`src/rtl/mrg_pkg.sv`:
```
package mrg_pkg;

  localparam logic [2:0] SRC_FLUSH   = 3'd0;
  localparam logic [2:0] SRC_SNOOP   = 3'd1;
  localparam logic [2:0] SRC_CPU_SEC = 3'd2;
  localparam logic [2:0] SRC_CPU_NRM = 3'd3;
  localparam logic [2:0] SRC_MGMT    = 3'd4;
  localparam logic [2:0] SRC_VC0     = 3'd5;
  localparam logic [2:0] SRC_VC1     = 3'd6;
  localparam logic [2:0] SRC_RSVD    = 3'd7;

  localparam int FIELD_W = 3;

  typedef enum logic [FIELD_W-1:0] {
    FLD_LOW   = 3'd0,
    FLD_HIGH  = 3'd1,
    FLD_RMASK = 3'd2,
    FLD_WMASK = 3'd3,
    FLD_CTRL  = 3'd4
  } field_e;

endpackage

```
`src/rtl/mrg_region_bank.sv`:
```
module mrg_region_bank #(
  parameter int NREG = 8,
  parameter int BW   = 22,
  parameter int NSRC = 7,
  parameter int IDXW = 3,
  parameter int FW   = 3
) (
  input  logic                       clk,
  input  logic                       rst,
  input  logic                       wr_en,
  input  logic [IDXW-1:0]            wr_region,
  input  logic [FW-1:0]              wr_field,
  input  logic [BW-1:0]              wr_data,
  output logic [NREG-1:0][BW-1:0]    lo_q,
  output logic [NREG-1:0][BW-1:0]    hi_q,
  output logic [NREG-1:0][NSRC-1:0]  rmask_q,
  output logic [NREG-1:0][NSRC-1:0]  wmask_q,
  output logic [NREG-1:0]            en_q,
  output logic [NREG-1:0]            lock_q
);
  import mrg_pkg::*;

  for (genvar i = 0; i < NREG; i++) begin : g_reg
    logic sel;
    assign sel = wr_en && (wr_region == IDXW'(i)) && !lock_q[i];

    always_ff @(posedge clk) begin
      if (rst) begin
        lo_q[i]    <= '0;
        hi_q[i]    <= '0;
        rmask_q[i] <= '0;
        wmask_q[i] <= '0;
        en_q[i]    <= 1'b0;
        lock_q[i]  <= 1'b0;
      end else if (sel) begin
        case (wr_field)
          FLD_LOW:   lo_q[i]    <= wr_data;
          FLD_HIGH:  hi_q[i]    <= wr_data;
          FLD_RMASK: rmask_q[i] <= wr_data[NSRC-1:0];
          FLD_WMASK: wmask_q[i] <= wr_data[NSRC-1:0];
          FLD_CTRL: begin
            en_q[i]   <= wr_data[0];
            lock_q[i] <= wr_data[1];
          end
          default: ;
        endcase
      end
    end

    // a locked region keeps its lock and its bounds until reset
    a_r10_lock_sticky: assert property (@(posedge clk) disable iff (rst)
      lock_q[i] |=> (lock_q[i] && $stable(lo_q[i]) && $stable(hi_q[i])
                     && $stable(wmask_q[i]) && $stable(en_q[i])));
  end

endmodule

```
`src/rtl/mrg_region_cmp.sv`:
```
module mrg_region_cmp #(
  parameter int BW   = 22,
  parameter int NSRC = 7,
  parameter int SRCW = 3
) (
  input  logic            en,
  input  logic [BW-1:0]   lo,
  input  logic [BW-1:0]   hi,
  input  logic [NSRC-1:0] rmask,
  input  logic [NSRC-1:0] wmask,
  input  logic [BW-1:0]   page,
  input  logic            write,
  input  logic [SRCW-1:0] src,
  output logic            hit,
  output logic            block
);
  import mrg_pkg::*;

  localparam int EXTW = 1 << SRCW;

  logic [EXTW-1:0] rext, wext;
  logic            allow;

  always_comb begin
    rext = '0;
    wext = '0;
    rext[NSRC-1:0] = rmask;
    wext[NSRC-1:0] = wmask;
    hit = en && (page >= lo) && (page <= hi);
    if (write)
      allow = wext[src];
    else if (src == SRC_SNOOP)
      allow = 1'b1;
    else
      allow = rext[src];
    block = hit && !allow;
  end

endmodule

```
`src/rtl/mrg_violation_log.sv`:
```
module mrg_violation_log #(
  parameter int AW   = 32,
  parameter int SRCW = 3,
  parameter int IDXW = 3
) (
  input  logic            clk,
  input  logic            rst,
  input  logic            deny,
  input  logic            clear,
  input  logic [AW-1:0]   addr,
  input  logic [SRCW-1:0] src,
  input  logic            write,
  input  logic [IDXW-1:0] region,
  output logic            pulse,
  output logic            log_valid,
  output logic [AW-1:0]   log_addr,
  output logic [SRCW-1:0] log_src,
  output logic            log_write,
  output logic [IDXW-1:0] log_region
);

  always_ff @(posedge clk) begin
    if (rst) begin
      pulse      <= 1'b0;
      log_valid  <= 1'b0;
      log_addr   <= '0;
      log_src    <= '0;
      log_write  <= 1'b0;
      log_region <= '0;
    end else begin
      pulse <= deny;
      if (clear) begin
        log_valid  <= 1'b0;
        log_addr   <= '0;
        log_src    <= '0;
        log_write  <= 1'b0;
        log_region <= '0;
      end else if (deny && !log_valid) begin
        log_valid  <= 1'b1;
        log_addr   <= addr;
        log_src    <= src;
        log_write  <= write;
        log_region <= region;
      end
    end
  end

  // a held capture is never overwritten
  a_r8_capture_held: assert property (@(posedge clk) disable iff (rst)
    (log_valid && !clear) |=> (log_valid && $stable(log_addr) && $stable(log_src)
                               && $stable(log_region) && $stable(log_write)));

  // a clear empties the capture
  a_r9_clear_empties: assert property (@(posedge clk) disable iff (rst)
    clear |=> !log_valid);

endmodule

```
`src/rtl/mem_region_guard.sv`:
```
module mem_region_guard #(
  parameter int NREG = 8,
  parameter int AW   = 32,
  parameter int GRAN = 10,
  parameter int NSRC = 7,
  parameter int SRCW = 3,
  parameter int DW   = 32,
  localparam int BW   = AW - GRAN,
  localparam int IDXW = $clog2(NREG),
  localparam int FW   = 3,
  localparam int CAW  = 1 + IDXW + FW
) (
  input  logic            clk,
  input  logic            rst,
  input  logic            req_valid,
  input  logic [AW-1:0]   req_addr,
  input  logic            req_write,
  input  logic [SRCW-1:0] req_src,
  output logic            req_grant,
  output logic            viol_pulse,
  input  logic            cfg_we,
  input  logic [CAW-1:0]  cfg_addr,
  input  logic [BW-1:0]   cfg_wdata,
  output logic [DW-1:0]   cfg_rdata
);
  import mrg_pkg::*;

  logic [NREG-1:0][BW-1:0]   lo_q, hi_q;
  logic [NREG-1:0][NSRC-1:0] rmask_q, wmask_q;
  logic [NREG-1:0]           en_q, lock_q;

  logic                      log_sel;
  logic [IDXW-1:0]           cfg_region;
  logic [FW-1:0]             cfg_field;

  assign log_sel    = cfg_addr[CAW-1];
  assign cfg_region = cfg_addr[FW +: IDXW];
  assign cfg_field  = cfg_addr[FW-1:0];

  mrg_region_bank #(
    .NREG(NREG), .BW(BW), .NSRC(NSRC), .IDXW(IDXW), .FW(FW)
  ) u_bank (
    .clk(clk), .rst(rst),
    .wr_en(cfg_we && !log_sel),
    .wr_region(cfg_region),
    .wr_field(cfg_field),
    .wr_data(cfg_wdata),
    .lo_q(lo_q), .hi_q(hi_q),
    .rmask_q(rmask_q), .wmask_q(wmask_q),
    .en_q(en_q), .lock_q(lock_q)
  );

  logic [BW-1:0]   page;
  logic [NREG-1:0] hit_vec, block_vec;

  assign page = req_addr[AW-1:GRAN];

  for (genvar i = 0; i < NREG; i++) begin : g_cmp
    mrg_region_cmp #(.BW(BW), .NSRC(NSRC), .SRCW(SRCW)) u_cmp (
      .en(en_q[i]), .lo(lo_q[i]), .hi(hi_q[i]),
      .rmask(rmask_q[i]), .wmask(wmask_q[i]),
      .page(page), .write(req_write), .src(req_src),
      .hit(hit_vec[i]), .block(block_vec[i])
    );
  end

  logic            deny;
  logic [IDXW-1:0] first_hit;

  always_comb begin
    first_hit = '0;
    for (int i = NREG - 1; i >= 0; i--) begin
      if (hit_vec[i]) first_hit = IDXW'(i);
    end
  end

  assign deny      = req_valid && (|block_vec);
  assign req_grant = req_valid && !(|block_vec);

  logic            log_valid, log_write;
  logic [AW-1:0]   log_addr;
  logic [SRCW-1:0] log_src;
  logic [IDXW-1:0] log_region;

  mrg_violation_log #(.AW(AW), .SRCW(SRCW), .IDXW(IDXW)) u_log (
    .clk(clk), .rst(rst),
    .deny(deny), .clear(cfg_we && log_sel),
    .addr(req_addr), .src(req_src), .write(req_write), .region(first_hit),
    .pulse(viol_pulse),
    .log_valid(log_valid), .log_addr(log_addr), .log_src(log_src),
    .log_write(log_write), .log_region(log_region)
  );

  logic [DW-1:0] rd_next;

  always_comb begin
    rd_next = '0;
    if (log_sel) begin
      if (cfg_field[0])
        rd_next = DW'({log_region, log_src, log_write, log_valid});
      else
        rd_next = DW'(log_addr);
    end else begin
      case (cfg_field)
        FLD_LOW:   rd_next = DW'(lo_q[cfg_region]);
        FLD_HIGH:  rd_next = DW'(hi_q[cfg_region]);
        FLD_RMASK: rd_next = DW'(rmask_q[cfg_region]);
        FLD_WMASK: rd_next = DW'(wmask_q[cfg_region]);
        FLD_CTRL:  rd_next = DW'({lock_q[cfg_region], en_q[cfg_region]});
        default:   rd_next = '0;
      endcase
    end
  end

  always_ff @(posedge clk) begin
    if (rst) cfg_rdata <= '0;
    else     cfg_rdata <= rd_next;
  end

  // every refused request produces a pulse on the next cycle
  a_r7_pulse_after_refusal: assert property (@(posedge clk) disable iff (rst)
    (req_valid && !req_grant) |=> viol_pulse);

  // a pulse only ever follows a refused request
  a_r7_pulse_has_cause: assert property (@(posedge clk) disable iff (rst)
    viol_pulse |-> $past(req_valid && !req_grant));

  // snoop reads always pass
  a_r4_snoop_read_free: assert property (@(posedge clk) disable iff (rst)
    (req_valid && !req_write && req_src == SRC_SNOOP) |-> req_grant);

endmodule

```
`config.mk`:
```
export PLATFORM = sky130hd
export DESIGN_NAME = mem_region_guard
export DESIGN_NICKNAME = d
export VERILOG_FILES = /design/src/rtl/mrg_pkg.sv /design/src/rtl/mrg_region_bank.sv /design/src/rtl/mrg_region_cmp.sv /design/src/rtl/mrg_violation_log.sv /design/src/rtl/mem_region_guard.sv
export SDC_FILE = /design/constraint.sdc
export NUM_CORES = 2
export LEC_CHECK = 0
export ABC_AREA = 1
export BUFFER_PORTS_ARGS = -buffer_cell sky130_fd_sc_hd__buf_2
export CORE_MARGIN = 3
export CORE_UTILIZATION = 45
export DETAILED_ROUTE_END_ITERATION = 6
export GPL_ROUTABILITY_DRIVEN = 0
export PLACE_DENSITY = 0.7
export SLEW_MARGIN = 20
export SYNTH_ARGS = -nofsm -noshare
export SYNTH_HDL_FRONTEND = slang
export SYNTH_SLANG_ARGS = --single-unit
```
`constraint.sdc`:
```
create_clock -name clk -period 2.7 [get_ports clk]
set_clock_uncertainty 0.05 [all_clocks]
set_input_delay 0.27 -clock clk [delete_from_list [all_inputs] [get_ports clk]]
set_output_delay 0.27 -clock clk [all_outputs]
set_load 0.1 [all_outputs]
```
==> impl_results.md <==
- Post-detailed-route DRC marker count: 0
- WHS Path Cells: 3
- Fin cells: 5832
- Cells after DPL: 5686
- Largest net degree at the start of global routing: 174
- Routed len/inst: 21.1 um
- Top delay family on crit path: simple AND/OR/NAND/NOR gates
- Ranking of synthesized cells by area: dfxtp_1 (34%), ha_1 (14%), a21oi_1 (9.1%)
- Max FO, Critical Path: 4
- Synth top area share: 0.343
- Clk root buf: clkbuf_16
- Outcome: finished with violations
- R2R cell count: 20
- Max cap viols: 0
- CP Data Required Time: 2380 ps
- Worst-path clk slew: 60 ps
- Slew at the pin closest to its max-slew limit: 1130 ps
- Crit start category: register
- TritonRoute pass-1 iters: 5
- FP Rows: 97
- Syn_nets: 5004
- Vias in the first global route: 31200
- Clock Latency Late Sink: 640 ps
- Core area: 0.0705 sq mm
- Final cycle utilization of the critical path: 1.17
- Synth Flop Type: dfxtp_1
- Synth cell types: 40
- Port buffer count: 102
- Violated checks: setup timing
- RSZ-0062 raised after global routing: true
- Most common cell in the netlist: nand2_1
- Pwr Density: 499 mW/mm^2
- Async S/R FF share, synth: 0
- Synth-to-Final Area Change: 20.7%
- Kind of critical path: reg2out
- Clk sinks: 553
- Synth top cells by count: nand2_1 (713), inv_1 (624), a21oi_1 (584), dfxtp_1 (553), o21ai_0 (541)
- Slowest-stage cell, CP: dfxtp_2
- Via density per instance: 5.78
- Register area: 0.0111 sq mm
- Final Util: 0.552
- Post-Route WL: 123000 um
- Final Hold Vio Count: 0
- Post-route setup slack: -456 ps
- First-pass GRT wire length: 184000 um
- Layout fillers: 6530
- All-Layer GR Usage: 0.317
- Initial antenna violation count: 4
- Power, Total: 19.5 mW
- Nature of the critical path endpoint: output pin
- Seq/Total Area, Yosys: 0.343
- Hpwl dp: 86200 um
- DIE AREA: 0.0750 sq mm
- Fmax: 317 MHz
- Die H: 274 um
- Worst r2r src: u_bank.hi_q[56]
- Clock Tree Buf Depth: 3
- EDFF count, synth: 0
- Crit path DAT: 2840 ps
- Initial core utilization: 0.458
- Cell leakage power: 16.1 nW
- Max-slew violation count: 0
- Post-synthesis register bit count: 553
- Yosys top cell by area: dfxtp_1
- Final setup fails: 40
- Htree depth: 2
- Normalized max-slew margin: 0.246
- Maximum VDD drop: 514 uV
- Synth Instances: 4583
- DR vias: 33700
- CTS tree: done
- Proportion of layout cells with a drive suffix above 1: 0.141
- Final Critical Period: 3160 ps
- Mapped Area: 0.0323 sq mm
- ANT nets after route: 0
- Hold Path Origin: req_write
- Worst Hold Class: in2reg
- Critical Path Start: u_bank.hi_q[101]
- CP max stage delay: 320 ps
- Nets: 5260
- Mean Syn Cell Area: 7.04 sq um
- Grt total ovfl: 0
- Crit-path cells: inv_2 -> ha_4 -> nand2_2 -> nor2_4 -> nand4_1 -> nor2_1 -> nand2_1 -> nand3_1 -> nand2_1 -> nand4_1 -> nand2_1 -> nor2_4 -> nand2_4 -> nor2_4 -> buf_12
- Synth warn: 0
- Horiz. Die Dim: 274 um
- Area of the multi-input gates: 0.0183 sq mm
- TritonCTS Buffers: 60
- I/O pin total: 103
- Stages on worst setup path: 15
- Crit path buf inv count: 2
- Iter 0 DRT Violations: 3934
[final timing paths]
path	end	slack, ps
setup / recovery	req_grant	-460
hold / removal	u_log.log_write	30
setup reg to reg	u_log.log_addr[10]	-180
hold reg to reg	cfg_rdata[26]	390
[cell type report]
cell class	count	share of cell area
Inverter	642	0.0621
Sequential cell	553	0.285
Clock buffer	81	0.0439
Multi-Input combinational cell	3118	0.469
Tap cell	940	0.0302
Clock inverter	30	0.00842
Timing Repair Buffer	464	0.101
Antenna cell	4	0.000257
[worst reg2reg max path, stage by stage (launching register included)]
cell and delay [ps]:
dfxtp_1 320, inv_1 60, ha_1 280, nand2_2 90, nor2_4 150, nand4_1 200
buf_4 200, buf_4 120, nor2_1 80, nand2_1 70, nand2_2 80, nand3_1 80
nand2_2 90, nor2_4 50, nand2_4 120, buf_4 140, nand3_4 80, buf_6 170
clkbuf_16 160, nor2_1 120, nor2_1 60
[report_power, final]
| group | total (mW) | internal (mW) | switching, mW | leakage, nW |
|---|---|---|---|---|
| Combinational | 2.58 | 0.859 | 1.72 | 10.6 |
| Sequential | 8.21 | 8.20 | 0.0168 | 4.46 |
| Clock | 8.65 | 5.00 | 3.65 | 1.01 |
[metal layers]
metal,vias up,GRT usage,share of wire
met3,422,0.0610,0.11
li1,16000,-,-
met1,15400,0.414,0.40
met5,-,0,0.00020
met2,1884,0.496,0.43
met4,4,0.162,0.059
[registers in the layout, indices dropped and copies added, names as in the netlist]
register	count
cfg_rdata	32
u_bank.en_q	8
u_bank.hi_q	176
u_bank.lo_q	176
u_bank.lock_q	8
u_bank.rmask_q	56
u_bank.wmask_q	56
u_log.log_addr	32
u_log.log_region	3
u_log.log_src	3
u_log.log_valid	1
u_log.log_write	1
u_log.pulse	1
[what timing repair did]
item,in CTS,in global routing
setup endpoints to repair,42,40
cloned,0,5
hold buffers,17,0
setup buffers,7,4
hold endpoints to repair,32,0
resized for setup,119,25
pin swaps,51,21
[layout by cell type (no fill, tap or decap), drive strengths merged, types with 42 or more instances in the layout]
cell,Yosys,layout
dfxtp,553,553
nor2,424,424
a21oi,584,584
nand2,715,715
nand4,42,42
o21ai,543,543
inv,632,634
nand3,113,113
buf,32,445
clkbuf,238,83
ha,352,352
o22ai,104,104
a221oi,64,64
[kinds of logic after synthesis]
family | after synthesis | share of synthesized area
AO/OA/AOI/OAI | 1443 | 0.249
adder cells (fa/ha/maj) | 352 | 0.136
buffers and inverters | 912 | 0.108
flip-flops | 553 | 0.343
AND/OR/NAND/NOR | 1323 | 0.163
[metrics by stage]
step / cell area, sq um / hold slack [ps] / worst slack (ps) / setup TNS (ps)
global placement: 36000 / 385 / -431 / -14640
floorplan: 32300 / 355 / 54.7 / 0
global route: 38900 / 81.4 / -556 / -9850
CTS: 38700 / 3.90 / -421 / -421
detailed placement: 36000 / 383 / -451 / -16320
finish: 38900 / 31.7 / -456 / -5340
Power figures use the tool's default switching activity.
